$ cat src/rtl/xlat_pkg.sv
package xlat_pkg;

  localparam int unsigned WIN_BITS = 6;
  localparam int unsigned N_STORE  = 8;
  localparam int unsigned STORE_IW = 3;

  localparam logic [31:0] CTRL_KEEP = 32'h0003_003D;
  localparam logic [31:0] STAT_KEEP = 32'h0000_3717;

  typedef enum logic [2:0] {
    SEL_NONE,
    SEL_CTRL,
    SEL_STAT,
    SEL_EADDR,
    SEL_STORE
  } reg_sel_e;

  // Map a word offset inside a context window to a register kind.
  function automatic reg_sel_e classify(input logic [WIN_BITS-1:0] ofs);
    case (ofs)
      6'h00:   return SEL_CTRL;
      6'h20:   return SEL_STAT;
      6'h30:   return SEL_EADDR;
      6'h08, 6'h0C, 6'h10, 6'h14,
      6'h18, 6'h1C, 6'h28, 6'h2C:
               return SEL_STORE;
      default: return SEL_NONE;
    endcase
  endfunction

  // Storage slot number: 0x08..0x1C give 0..5, 0x28 and 0x2C give 6 and 7.
  function automatic logic [STORE_IW-1:0] store_index(input logic [WIN_BITS-1:0] ofs);
    logic [3:0] word;
    word = ofs[5:2];
    if (ofs[5]) return 3'd6 + {2'b00, ofs[2]};
    return word[2:0] - 3'd2;
  endfunction

  // Assemble the visible status word from its fields.
  function automatic logic [31:0] pack_status(input logic [3:0] flags,
                                               input logic [1:0] level,
                                               input logic [2:0] code);
    return {18'b0, level, 1'b0, code, 3'b0, flags[3], 1'b0, flags[2:0]};
  endfunction

  // Extract the four flag positions from a status-shaped word.
  function automatic logic [3:0] flags_of(input logic [31:0] w);
    return {w[4], w[2], w[1], w[0]};
  endfunction

endpackage

$ cat src/rtl/xlat_addr_decode.sv
module xlat_addr_decode
  import xlat_pkg::*;
#(
  parameter int unsigned ADDR_W    = 12,
  parameter int unsigned NUM_CTX   = 4,
  parameter int unsigned CTX_W     = 2,
  parameter int unsigned ALIAS_BIT = 11
) (
  input  logic [ADDR_W-1:0]   addr,
  output logic                hit,
  output logic [CTX_W-1:0]    ctx,
  output reg_sel_e            sel,
  output logic [STORE_IW-1:0] sidx
);

  localparam int unsigned HI_LSB = WIN_BITS + CTX_W;

  logic [ADDR_W-1:0]   folded;
  logic [ADDR_W-1:0]   upper;
  logic [WIN_BITS-1:0] ofs;
  reg_sel_e            sel_raw;

  always_comb begin
    folded            = addr;
    folded[ALIAS_BIT] = 1'b0;
  end

  assign upper   = folded >> HI_LSB;
  assign ofs     = folded[WIN_BITS-1:0];
  assign ctx     = folded[WIN_BITS +: CTX_W];
  assign sel_raw = classify(ofs);
  assign hit     = (upper == '0) && (32'(ctx) < NUM_CTX) && (sel_raw != SEL_NONE);
  assign sel     = hit ? sel_raw : SEL_NONE;
  assign sidx    = store_index(ofs);

endmodule

$ cat src/rtl/xlat_ctx_slot.sv
module xlat_ctx_slot
  import xlat_pkg::*;
(
  input  logic                clk,
  input  logic                rst_n,
  input  logic                wr_ctrl,
  input  logic                wr_stat,
  input  logic                wr_store,
  input  logic [STORE_IW-1:0] sidx,
  input  logic [31:0]         wdata,
  input  logic                evt_hit,
  input  logic [3:0]          evt_flags,
  input  logic [1:0]          evt_level,
  input  logic [2:0]          evt_code,
  input  logic [31:0]         evt_addr,
  input  logic                inv_done,
  output logic [31:0]         ctrl_rd,
  output logic [31:0]         stat_rd,
  output logic [31:0]         eaddr_rd,
  output logic [31:0]         store_rd,
  output logic                xlat_en,
  output logic                flush_pend,
  output logic                irq_src,
  output logic                err_any
);

  logic [31:0] ctrl_q;
  logic        pend_q;
  logic [3:0]  flags_q;
  logic [1:0]  level_q;
  logic [2:0]  code_q;
  logic [31:0] eaddr_q;
  logic [31:0] store_q [N_STORE];

  // Status after an optional software write, before the new event.
  logic [3:0] flags_kept;
  logic [1:0] level_kept;
  logic [2:0] code_kept;
  logic       quiet_kept;
  logic       capture;

  always_comb begin
    flags_kept = flags_q;
    level_kept = level_q;
    code_kept  = code_q;
    if (wr_stat) begin
      flags_kept = flags_q & flags_of(wdata);
      level_kept = level_q & wdata[13:12];
      code_kept  = code_q  & wdata[10:8];
    end
  end

  assign quiet_kept = (flags_kept == 4'b0000);
  assign capture    = evt_hit && quiet_kept;

  always_ff @(posedge clk) begin
    if (!rst_n) begin
      ctrl_q  <= '0;
      pend_q  <= 1'b0;
      flags_q <= '0;
      level_q <= '0;
      code_q  <= '0;
      eaddr_q <= '0;
    end else begin
      if (wr_ctrl) ctrl_q <= wdata & CTRL_KEEP;
      if (wr_ctrl && wdata[1]) pend_q <= 1'b1;
      else if (inv_done)       pend_q <= 1'b0;
      flags_q <= flags_kept | (evt_hit ? evt_flags : 4'b0000);
      level_q <= capture ? evt_level : level_kept;
      code_q  <= capture ? evt_code  : code_kept;
      if (capture) eaddr_q <= evt_addr;
    end
  end

  for (genvar k = 0; k < N_STORE; k++) begin : g_store
    always_ff @(posedge clk) begin
      if (!rst_n)                                 store_q[k] <= '0;
      else if (wr_store && sidx == STORE_IW'(k))  store_q[k] <= wdata;
    end
  end

  assign ctrl_rd    = ctrl_q | {30'b0, pend_q, 1'b0};
  assign stat_rd    = pack_status(flags_q, level_q, code_q);
  assign err_any    = (flags_q != 4'b0000);
  assign eaddr_rd   = err_any ? eaddr_q : 32'h0;
  assign store_rd   = store_q[sidx];
  assign xlat_en    = ctrl_q[0];
  assign flush_pend = pend_q;
  assign irq_src    = ctrl_q[2] && err_any;

endmodule

$ cat src/rtl/xlat_ctx_regs.sv
module xlat_ctx_regs
  import xlat_pkg::*;
#(
  parameter int unsigned ADDR_W    = 12,
  parameter int unsigned NUM_CTX   = 4,
  parameter int unsigned ALIAS_BIT = 11,
  localparam int unsigned CTX_W    = (NUM_CTX > 1) ? $clog2(NUM_CTX) : 1
) (
  input  logic               clk,
  input  logic               rst_n,
  input  logic [ADDR_W-1:0]  bus_addr,
  input  logic               bus_wr,
  input  logic [31:0]        bus_wdata,
  output logic [31:0]        bus_rdata,
  input  logic               err_valid,
  input  logic [CTX_W-1:0]   err_ctx,
  input  logic [3:0]         err_flags,
  input  logic [1:0]         err_level,
  input  logic [2:0]         err_code,
  input  logic [31:0]        err_addr,
  input  logic [NUM_CTX-1:0] inv_done,
  output logic [NUM_CTX-1:0] flush_req,
  output logic [NUM_CTX-1:0] xlat_en,
  output logic               irq
);

  logic                dec_hit;
  logic [CTX_W-1:0]    dec_ctx;
  reg_sel_e            dec_sel;
  logic [STORE_IW-1:0] dec_sidx;

  xlat_addr_decode #(
    .ADDR_W(ADDR_W), .NUM_CTX(NUM_CTX), .CTX_W(CTX_W), .ALIAS_BIT(ALIAS_BIT)
  ) u_dec (
    .addr(bus_addr), .hit(dec_hit), .ctx(dec_ctx), .sel(dec_sel), .sidx(dec_sidx)
  );

  // Named per-context events, used by the slots and by the checker.
  logic [NUM_CTX-1:0] wr_ctx;
  logic [NUM_CTX-1:0] flush_set;
  logic [NUM_CTX-1:0] stat_clr0;
  logic [NUM_CTX-1:0] ctrl_zero;
  logic [NUM_CTX-1:0] evt_sel;
  logic [NUM_CTX-1:0] err_any;
  logic [NUM_CTX-1:0] irq_src;

  logic [31:0] ctrl_rd  [NUM_CTX];
  logic [31:0] stat_rd  [NUM_CTX];
  logic [31:0] eaddr_rd [NUM_CTX];
  logic [31:0] store_rd [NUM_CTX];

  for (genvar c = 0; c < NUM_CTX; c++) begin : g_ctx
    assign wr_ctx[c]    = bus_wr && dec_hit && (dec_ctx == CTX_W'(c));
    assign flush_set[c] = wr_ctx[c] && (dec_sel == SEL_CTRL) && bus_wdata[1];
    assign ctrl_zero[c] = wr_ctx[c] && (dec_sel == SEL_CTRL) && (bus_wdata == 32'h0);
    assign stat_clr0[c] = wr_ctx[c] && (dec_sel == SEL_STAT) && (bus_wdata == 32'h0);
    assign evt_sel[c]   = err_valid && (err_ctx == CTX_W'(c)) && (err_flags != 4'b0000);

    xlat_ctx_slot u_slot (
      .clk       (clk),
      .rst_n     (rst_n),
      .wr_ctrl   (wr_ctx[c] && dec_sel == SEL_CTRL),
      .wr_stat   (wr_ctx[c] && dec_sel == SEL_STAT),
      .wr_store  (wr_ctx[c] && dec_sel == SEL_STORE),
      .sidx      (dec_sidx),
      .wdata     (bus_wdata),
      .evt_hit   (evt_sel[c]),
      .evt_flags (err_flags),
      .evt_level (err_level),
      .evt_code  (err_code),
      .evt_addr  (err_addr),
      .inv_done  (inv_done[c]),
      .ctrl_rd   (ctrl_rd[c]),
      .stat_rd   (stat_rd[c]),
      .eaddr_rd  (eaddr_rd[c]),
      .store_rd  (store_rd[c]),
      .xlat_en   (xlat_en[c]),
      .flush_pend(flush_req[c]),
      .irq_src   (irq_src[c]),
      .err_any   (err_any[c])
    );
  end

  always_comb begin
    bus_rdata = 32'h0;
    if (dec_hit) begin
      case (dec_sel)
        SEL_CTRL:  bus_rdata = ctrl_rd[dec_ctx];
        SEL_STAT:  bus_rdata = stat_rd[dec_ctx];
        SEL_EADDR: bus_rdata = eaddr_rd[dec_ctx];
        SEL_STORE: bus_rdata = store_rd[dec_ctx];
        default:   bus_rdata = 32'h0;
      endcase
    end
  end

  assign irq = |irq_src;

endmodule

$ cat config.mk
export PLATFORM = sky130hd
export DESIGN_NAME = xlat_ctx_regs
export DESIGN_NICKNAME = d
export VERILOG_FILES = /design/src/rtl/xlat_pkg.sv /design/src/rtl/xlat_addr_decode.sv /design/src/rtl/xlat_ctx_slot.sv /design/src/rtl/xlat_ctx_regs.sv
export SDC_FILE = /design/constraint.sdc
export NUM_CORES = 2
export LEC_CHECK = 0
export BUFFER_PORTS_ARGS = -buffer_cell sky130_fd_sc_hd__buf_2
export CAP_MARGIN = 30
export CORE_UTILIZATION = 40
export DETAILED_ROUTE_END_ITERATION = 7
export GPL_ROUTABILITY_DRIVEN = 0
export GPL_TIMING_DRIVEN = 1
export PLACE_DENSITY = 0.6
export SLEW_MARGIN = 30
export SYNTH_ARGS = -nofsm -noshare
export SYNTH_HDL_FRONTEND = slang
export SYNTH_SLANG_ARGS = --single-unit
$ cat constraint.sdc
create_clock -name clk -period 7.5 [get_ports clk]
set_clock_uncertainty 0.2 [all_clocks]
set_input_delay 1.875 -clock clk [delete_from_list [all_inputs] [get_ports clk]]
set_output_delay 1.875 -clock clk [all_outputs]
set_load 0.01 [all_outputs]
==> impl_metrics.env <==
export IMPL_reg2reg_setup_slack_ns=5.07
export IMPL_crit_type="input pin to output port"
export IMPL_grt_usage=0.2799
export IMPL_rows=138
export IMPL_die_w_microns=379.4
export IMPL_drc=0
export IMPL_final_core_util=0.4605
export IMPL_fin_cells=6656
export IMPL_cts_tree="done"
export IMPL_tightest_slew_ns=0.9879
export IMPL_critical_path_arrival_ns=5.28
export IMPL_vdd_drop_max_v=0.0001838
export IMPL_clock_latency_ns=0.78
export IMPL_firstDrtPassIters=6
export IMPL_crit_path_start_kind="input pin"
export IMPL_io_buffers=134
export IMPL_initial_core_util=0.4029
export IMPL_cts_htree_levels=4
export IMPL_postCtsSetupRepairBufs=0
export IMPL_whs_path_depth=2
export IMPL_postCtsHoldBufs=0
export IMPL_wirelength_mm=202.8
export IMPL_cts_sinks=1220
export IMPL_path_max_fanout=40
export IMPL_max_cap_viol_count=0
export IMPL_synth_top_area_cell="edfxtp_1"
export IMPL_fin_crit_ns=7.356
export IMPL_syn_to_final_growth_pct=14.30
export IMPL_die_y_microns=379.4
export IMPL_yosysMostFrequentCell="and2_1"
export IMPL_wl_per_cell_microns=30.47
export IMPL_cts_buffers=134
export IMPL_rr_endpoint="g_ctx[1].u_slot.eaddr_q[12]"
export IMPL_powerDensity_mw_per_mm2=238.6
export IMPL_clk_pin_slew_worst_paths_ns=0.05
export IMPL_cts_buffer_depth=3
export IMPL_first_global_vias=38410
export IMPL_reg2reg_from="g_ctx[1].u_slot.flags_q[3]"
export IMPL_placed_cells=6401
export IMPL_die_area_sq_mm=0.1440
export IMPL_finalSetupViolCount=0
export IMPL_grt_max_degree=118
export IMPL_hold_slack_ns=0.2555
export IMPL_synthesis_nets=4693
export IMPL_crit_path_end_kind="output port"
export IMPL_hold_start="g_ctx[3].u_slot.eaddr_q[28]"
export IMPL_synth_edff_count=1024
export IMPL_power_total_uw=15540
export IMPL_yosysTopAreaCellShare=0.5397
export IMPL_coreArea_sq_mm=0.1414
export IMPL_hpwl_mm=124.4
export IMPL_multi_input_area_sq_mm=0.02074
export IMPL_n_fill_cell=12520
export IMPL_fmax_ghz=0.1359
export IMPL_r2r_cells=5
export IMPL_rsz0062_at_grt="no"
export IMPL_min_to="g_ctx[3].u_slot.eaddr_q[28]"
export IMPL_layout_worst_path_cycle_share=0.9808
export IMPL_yosys_top_cells_area="edfxtp_1 (54%), and2_1 (11%), dfxtp_1 (6.9%)"
export IMPL_synth_area_sq_mm=0.05698
export IMPL_worstPathRequired_ns=5.43
export IMPL_ys_async_sr_fraction=0
export IMPL_final_nets=4743
export IMPL_viasPerCell=6.029
export IMPL_post_cts_resized=0
export IMPL_ys_top_cells_by_count="and2_1 (1,030), edfxtp_1 (1,024), clkbuf_1 (378), nand2_1 (307), mux2i_1 (290)"
export IMPL_hold_path_class="flip-flop to flip-flop"
export IMPL_synth_cell_types=76
export IMPL_grt_ovfl_total=0
export IMPL_synth_cells=4598
export IMPL_grt_pass1_wl_mm=285.8
export IMPL_finalHoldViolCount=0
export IMPL_outcome="completed"
export IMPL_slew_violations=0
export IMPL_synth_ff_type="edfxtp_1"
export IMPL_tns_ns=0
export IMPL_max_slew_margin_rel=0.3374
export IMPL_antenna_found_initial=19
export IMPL_ios=136
export IMPL_p_leak_uw=0.02278
export IMPL_drive_gt1_frac=0.1634
export IMPL_ys_seq_area_frac=0.6086
export IMPL_drt_first_iter_violations=5651
export IMPL_ys_seq_elements=1220
export IMPL_seqCellArea_sq_mm=0.03467
export IMPL_vias=40130
export IMPL_root_buffer="clkbuf_16"
export IMPL_synth_warnings=0
export IMPL_syn_avg_cell_area_sq_um=12.39
export IMPL_drtAntennaViolNets=0
sequential cells by signal (all words and copies together), names as in the netlist:
register                 flops
g_ctx.u_slot.ctrl_q         28
g_ctx.u_slot.eaddr_q       128
g_ctx.u_slot.flags_q        16
g_ctx.u_slot.store_q      1024
g_ctx.u_slot.code_q         12
g_ctx.u_slot.level_q         8
g_ctx.u_slot.flush_pend      4
cell families after synthesis:
| group | after synthesis | synth area share |
|---|---|---|
| mux | 396 | 0.09067 |
| simple gates | 1657 | 0.1634 |
| compound gates | 825 | 0.1000 |
| buf+inv | 500 | 0.03738 |
| flops | 1220 | 0.6086 |
worst max-delay path by stage:
stage                      startpoint                       endpoint  slack [ns]  cells past startpoint
after global placement    bus_addr[4]                   bus_rdata[9]        0.17                      9
after CTS                 bus_addr[4]                   bus_rdata[9]        0.15                      9
after detailed placement  bus_addr[4]                   bus_rdata[9]        0.15                      9
after floorplan           bus_addr[1]  g_ctx[0].u_slot.store_q[6][0]        0.87                      6
final                     bus_addr[4]                   bus_rdata[9]        0.14                      9
after global routing      bus_addr[4]                   bus_rdata[9]        0.18                      9
routing by layer:
| metal | GRT usage | part of all wire |
|---|---|---|
| met1 | 0.3730 | 0.39 |
| met2 | 0.4359 | 0.45 |
| met3 | 0.07069 | 0.11 |
| met4 | 0.1106 | 0.042 |
| met5 | 0 | 0.00035 |
cell type report:
cell class	count	area share
Clock buffer	177	0.05535
Tap cell	1890	0.03631
Clock inverter	61	0.008857
Inverter	29	0.001710
Multi-Input combinational cell	2878	0.3184
Sequential cell	1220	0.5324
Antenna cell	16	0.0006148
Timing Repair Buffer	385	0.04634
critical path, stage by stage:
cell,delay (ns)
buf_8,0.18
nor2b_4,0.20
o21ai_4,0.77
buf_4,0.42
mux4_2,0.25
mux2i_1,0.19
a2111o_1,0.53
o21ai_0,0.54
buf_2,0.25
per-stage QoR:
step,worst slack (ns),cell area (sq um)
6_report,0.1440,65130
5_1_grt,0.1815,65090
4_1_cts,0.1506,65050
3_5_place_dp,0.1545,60870
3_3_place_gp,0.1748,60770
2_1_floorplan,0.8674,56980
where the power goes:
part           switching, uW  internal [uW]
clock                   2780           3700
combinational            928            400
sequential              98.9           7640
cell usage in the layout (no fill, tap or decap), drive strengths merged, types with 7 or more instances in the layout:
cell type / count
a211oi: 23
a21boi: 15
a21oi: 127
a221o: 28
a221oi: 112
a22oi: 43
a2bb2oi: 12
a31oi: 9
a32o: 7
a32oi: 9
and2: 1032
and3: 13
buf: 384
bufinv: 9
clkbuf: 178
clkinv: 45
dfxtp: 196
diode: 16
edfxtp: 1024
inv: 35
mux2: 11
mux2i: 290
mux4: 95
nand2: 307
nand2b: 17
nand3: 41
nand3b: 7
nand4: 7
nor2: 115
nor2b: 47
nor3: 27
nor4: 14
o2111ai: 7
o211ai: 37
o21ai: 165
o221ai: 30
o22ai: 122
o31ai: 10
o41ai: 20
or4: 12
Note: power is estimated with default switching activity, not from simulation.
